[config.mk]
export PLATFORM = sky130hd
export DESIGN_NAME = flash_bus_port
export DESIGN_NICKNAME = d
export VERILOG_FILES = /design/src/rtl/flash_bus_port.sv
export SDC_FILE = /design/constraint.sdc
export NUM_CORES = 1
export LEC_CHECK = 0
export BUFFER_PORTS_ARGS = -buffer_cell sky130_fd_sc_hd__buf_2
export CAP_MARGIN = 15
export CORE_UTILIZATION = 46
export DETAILED_ROUTE_END_ITERATION = 8
export PLACE_DENSITY = 0.79
export SLEW_MARGIN = 20
export SYNTH_ARGS = -nofsm -noshare
export SYNTH_HDL_FRONTEND = slang
export SYNTH_SLANG_ARGS = --single-unit
export TNS_END_PERCENT = 1
[constraint.sdc]
create_clock -name clk -period 1.3 [get_ports clk]
set_input_delay 0.26 -clock clk [delete_from_list [all_inputs] [get_ports clk]]
set_output_delay 0.26 -clock clk [all_outputs]
set_load 0.01 [all_outputs]
[src/rtl/flash_bus_port.sv]
module flash_bus_port #(
  parameter int AW = 19,
  parameter int DW = 16
) (
  input  logic          clk,
  input  logic          rst_n,
  input  logic          bus_ce_n,
  input  logic          bus_oe_n,
  input  logic          bus_we_n,
  input  logic          wide_mode,
  input  logic [AW-1:0] bus_addr,
  input  logic [DW-1:0] dq_in,
  output logic [DW-1:0] dq_out,
  output logic [DW-1:0] dq_oe,
  output logic          arr_rd,
  output logic [AW-1:0] arr_raddr,
  input  logic [DW-1:0] arr_rdata,
  output logic          arr_wr,
  output logic [AW-1:0] arr_waddr,
  output logic [DW-1:0] arr_wdata,
  output logic [1:0]    arr_wmask
);
  localparam int BW = DW / 2;

  logic          s_ce_n, s_oe_n, s_we_n, s_wide;
  logic [AW-1:0] s_addr;
  logic [DW-1:0] s_dq;
  logic          wr_on_q;

  always_ff @(posedge clk) begin
    if (!rst_n) begin
      s_ce_n <= 1'b1;
      s_oe_n <= 1'b1;
      s_we_n <= 1'b1;
      s_wide <= 1'b1;
      s_addr <= '0;
      s_dq   <= '0;
    end else begin
      s_ce_n <= bus_ce_n;
      s_oe_n <= bus_oe_n;
      s_we_n <= bus_we_n;
      s_wide <= wide_mode;
      s_addr <= bus_addr;
      s_dq   <= dq_in;
    end
  end

  wire rd_act   = !s_ce_n && !s_oe_n && s_we_n;
  wire wr_act   = !s_ce_n && !s_we_n;
  wire byte_hi  = s_dq[DW-1];
  wire [BW-1:0] rd_byte = byte_hi ? arr_rdata[DW-1:BW] : arr_rdata[BW-1:0];
  wire [BW-1:0] wr_byte = s_dq[BW-1:0];

  assign arr_rd    = rd_act;
  assign arr_raddr = s_addr;

  always_ff @(posedge clk) begin
    if (!rst_n) begin
      dq_oe  <= '0;
      dq_out <= '0;
    end else if (!rd_act) begin
      dq_oe  <= '0;
      dq_out <= '0;
    end else if (s_wide) begin
      dq_oe  <= '1;
      dq_out <= arr_rdata;
    end else begin
      dq_oe  <= {{BW{1'b0}}, {BW{1'b1}}};
      dq_out <= {{BW{1'b0}}, rd_byte};
    end
  end

  always_ff @(posedge clk) begin
    if (!rst_n) begin
      wr_on_q   <= 1'b0;
      arr_wr    <= 1'b0;
      arr_waddr <= '0;
      arr_wdata <= '0;
      arr_wmask <= '0;
    end else begin
      wr_on_q <= wr_act;
      arr_wr  <= wr_on_q && !wr_act;
      if (wr_act) begin
        arr_waddr <= s_addr;
        if (s_wide) begin
          arr_wdata <= s_dq;
          arr_wmask <= 2'b11;
        end else if (byte_hi) begin
          arr_wdata <= {wr_byte, {BW{1'b0}}};
          arr_wmask <= 2'b10;
        end else begin
          arr_wdata <= {{BW{1'b0}}, wr_byte};
          arr_wmask <= 2'b01;
        end
      end
    end
  end
endmodule


==> Implementation_results.wiki <==
{| class="wikitable"
! Metric !! Value
|-
| Starting density of the core || 47.6%
|-
| Router iterations before antenna repair || 4
|-
| Top Family by Delay on Critical Path || flip-flops
|-
| First-pass GRT wire length || 10.6 mm
|-
| FF-to-FF End || arr_wdata[12]
|-
| Syn Std Cell Area || 3240 um^2
|-
| Status || complete, but fails checks
|-
| Synthesized net count || 382
|-
| Maximum fanout encountered on the critical timing path || 2
|-
| Layout cell share with drive strength beyond 1 || 41.4%
|-
| Number of clock sinks seen by CTS || 96
|-
| DR WL/cell || 12.0 um
|-
| Slew at the pin closest to its max-slew limit || 0.220 ns
|-
| Hold Startpoint || bus_we_n
|-
| Mapped Cells || 325
|-
| Via count || 2596
|-
| Switching Power || 0.00124 W
|-
| Worst flop-to-flop path startpoint || s_we_n
|-
| Setup Viol. Count Final || 1
|-
| Failing checks || setup timing
|-
| Sequential Area || 1930 um^2
|-
| Max stage delay on crit path || 0.33 ns
|-
| Sequential Power Share || 57.5%
|-
| Count of placed standard cells in the final layout, fillers left out || 562
|-
| Sw Share || 23.2%
|-
| Root buffer selected by CTS || clkbuf_8
|-
| Post-layout util || 62.4%
|-
| Hold bufs inserted after CTS || 0
|-
| Internal power || 0.00411 W
|-
| ANT nets after route || 0
|-
| Hold violation count in the final report || 0
|-
| GRT overflow || 0
|-
| Synthesized area per cell || 9.96 um^2
|-
| Ordered list of cells on the worst path || nor3b_4, buf_2
|-
| Arrival time worst endpoint || 1.06 ns
|-
| Number of DRC markers after the initial detailed-route iteration || 80
|-
| Clock tree buffer depth || 2
|-
| Clock Pin Slew Worst Setup and Hold Paths || 0.09 ns
|-
| Proportion of synthesized chip area in sequential cells || 59.4%
|-
| Count of port buffers added during placement || 146
|-
| RSZ-0062 raised after global routing || yes
|-
| Pin count of the biggest net entering global routing || 47
|-
| Setup total negative slack || -0.0203 ns
|-
| Number of synthesized register bits || 96
|-
| Number of warnings printed during yosys synthesis || 0
|-
| Cell type of the slowest stage on the worst timing path || dfxtp_2
|-
| Count of fill cells added during filler insertion || 595
|-
| Fin worst setup slack || -0.0203 ns
|-
| Diodes inserted || 0
|-
| Worst Hold Path Cells || 2
|-
| Post-detailed-route via-to-cell ratio || 4.62
|-
| Area of the multi-input gates || 1100 um^2
|-
| GRT Resource Usage Total || 18.4%
|-
| CTS buffer count || 9
|-
| Dominant synthesized flop cell || dfxtp_1
|-
| Count of flip-flops with a built-in enable after synthesis || 0
|-
| Setup slack at placement || 0.0622 ns
|-
| Critical Path End Type || primary output
|-
| Routability congestion estimate || 0.781
|-
| Worst slew margin relative to its limit || 85.3%
|-
| Worst hold path type || input port to flop
|-
| Setup Skew || 0.00853 ns
|-
| Antenna violations before repair || 0
|-
| Max-capacitance violation count || 0
|-
| Number of top-level pins || 147
|-
| Critical path buffer and inverter count || 1
|-
| Classification of the worst setup path || flop to primary output
|-
| DRC violations left || 0
|-
| Post-route fraction of the period consumed by the critical path || 102%
|-
| Cell Count Post-Placement || 543
|-
| Final design area excluding fillers || 4240 um^2
|-
| Std cell rows || 30
|-
| Number of distinct library cells after synthesis || 25
|-
| Number of global-route vias before repair || 2413
|-
| Cell area after placement || 3970 um^2
|-
| Core region area || 6790 um^2
|-
| Post-detail-place hpwl || 4.78 mm
|-
| Die extent in y || 85.9 um
|-
| Clock tree from TritonCTS || built
|-
| Reg2Reg Setup Slack || 0.03 ns
|-
| Total die area || 7380 um^2
|-
| Worst vdd ir || 0.000674 V
|-
| Part of the power in combinational logic || 7.1%
|-
| Worst reg2reg path depth || 5
|-
| Maximum level of the CTS H-tree || 3
|-
| Net count, final || 518
|-
| Async set or reset register ratio after synthesis || 0%
|-
| Capture endpoint of the worst hold path || s_we_n
|-
| Critical path data required time || 1.04 ns
|-
| Leakage Power || 2.08 nW
|-
| Area delta synth->final || 31.0%
|-
| Peak clock frequency supported by timing || 757 MHz
|-
| Startpoint kind of the worst setup timing path || flop
|-
| Horizontal extent of the die || 85.9 um
|-
| Power density over cell area || 1260 nW/um^2
|-
| Post-route minimum period || 1.32 ns
|-
| Final Slew Violations || 0
|-
| Clock power share || 35.4%
|-
| Final wirelength || 6.77 mm
|-
| Clock latency at the later pin of the worst-skew pair || 0.35 ns
|}
[power groups by stage]
| stage | registers (W) | logic, W | clock network (W) |
|---|---|---|---|
| CTS | 0.00308 | 0.000380 | 0.00193 |
| floorplan | 0.00317 | 0.000168 | 0 |
| detailed placement | 0.00314 | 0.000368 | 0 |
| global route | 0.00309 | 0.000420 | 0.00206 |
| finish | 0.00308 | 0.000380 | 0.00190 |
| global placement | 0.00314 | 0.000360 | 0 |
[per-layer routing]
metal | track usage, % | up-vias | part of all wire [%]
met1 | 21.0 | 1159 | 43
li1 | - | 1316 | -
met3 | 5.68 | 6 | 6.1
met2 | 32.4 | 115 | 50
met5 | 0 | - | 0
met4 | 6.67 | 0 | 1.1
[Yosys cell counts (2+ instances only)]
cell type | instances | area share (%)
a21boi_0 | 20 | 4.6
a21oi_1 | 8 | 1.2
a221oi_1 | 5 | 1.4
a221oi_2 | 2 | 0.93
and2_1 | 36 | 7.0
and3_1 | 10 | 1.9
buf_2 | 5 | 0.77
buf_4 | 17 | 3.9
buf_6 | 5 | 1.7
clkbuf_1 | 9 | 1.0
dfxtp_1 | 96 | 59
nand2_1 | 57 | 6.6
nand2b_1 | 5 | 0.97
nand3_1 | 17 | 2.6
nor2_1 | 8 | 0.93
o21ai_0 | 16 | 2.5
[cells in the final DEF, fill, tap and decap left out, drive strengths merged]
cell      synthesis  layout
o2111ai           1       1
nand2            58      58
nor3b             1       1
clkinvlp          0       3
a221oi            7       7
and2             36      36
clkinv            0       2
nand2b            5       5
clkbuf           10       9
dfxtp            96      96
inv               1       2
o21ai            16      16
or2               1       1
nand3            17      17
o211a             1       1
nor2b             1       1
nor2              8       8
a21oi             8       8
and3             10      10
buf              28     163
bufinv            0       1
a21boi           20      20
[cell families (layout without fill, tap and decap cells)]
family,Yosys count,in the layout,share of synthesized area [%]
AOI/OAI and AO/OA,53,53,11.2
buffers and inverters,39,180,8.23
DFF,96,96,59.4
and+or+nand+nor,137,137,21.2
[sequential cells by signal (all words and copies together), names as in the netlist]
name and count:
arr_wmask 2, dq_out 16, arr_wr 1, s_ce_n 1, dq_oe 2, arr_raddr 19
s_we_n 1, arr_wdata 16, s_oe_n 1, s_dq 16, wr_on_q 1, s_wide 1
arr_waddr 19
[worst max-delay path by stage]
stage	from	endpoint	slack, ns	depth (start not counted)
after floorplan	s_ce_n	arr_wdata[13]	0.16	5
after global placement	s_ce_n	arr_wdata[12]	0.1	4
after detailed placement	s_ce_n	arr_wdata[9]	0.06	4
after CTS	s_ce_n	arr_rd	-0.08	2
after global routing	s_oe_n	arr_rd	-0.06	2
final	s_oe_n	arr_rd	-0.02	2
[worst register-to-register path, cell delays in order, from the launching register on]
cell	delay, ns
dfxtp_2	0.33
buf_4	0.13
or2_4	0.25
buf_12	0.17
a221oi_2	0.21
nor2_1	0.08
[what timing repair did]
| item | 4_1_cts | 5_1_grt |
|---|---|---|
| setup buffers | 2 | 1 |
| pin swaps | 1 | 5 |
| gates resized for setup | 8 | 3 |
| endpoints found under the setup margin | 1 | 7 |
[through the flow]
| stage | total power [W] | hold slack, ns |
|---|---|---|
| after floorplan | 0.00333 | 0.361 |
| after global placement | 0.00350 | 0.442 |
| after detailed placement | 0.00351 | 0.446 |
| after CTS | 0.00539 | 0.0830 |
| after global routing | 0.00557 | 0.0866 |
| final | 0.00536 | 0.0921 |
[final cells by class]
class                           count  share of cell area (%)
Sequential cell                    96                    45.4
Clock inverter                      7                    1.68
Timing Repair Buffer              163                    21.2
Multi-Input combinational cell    190                    25.8
Inverter                            1                  0.0885
Clock buffer                        9                    2.92
Tap cell                           96                    2.83
(Power assumes the default switching activity.)
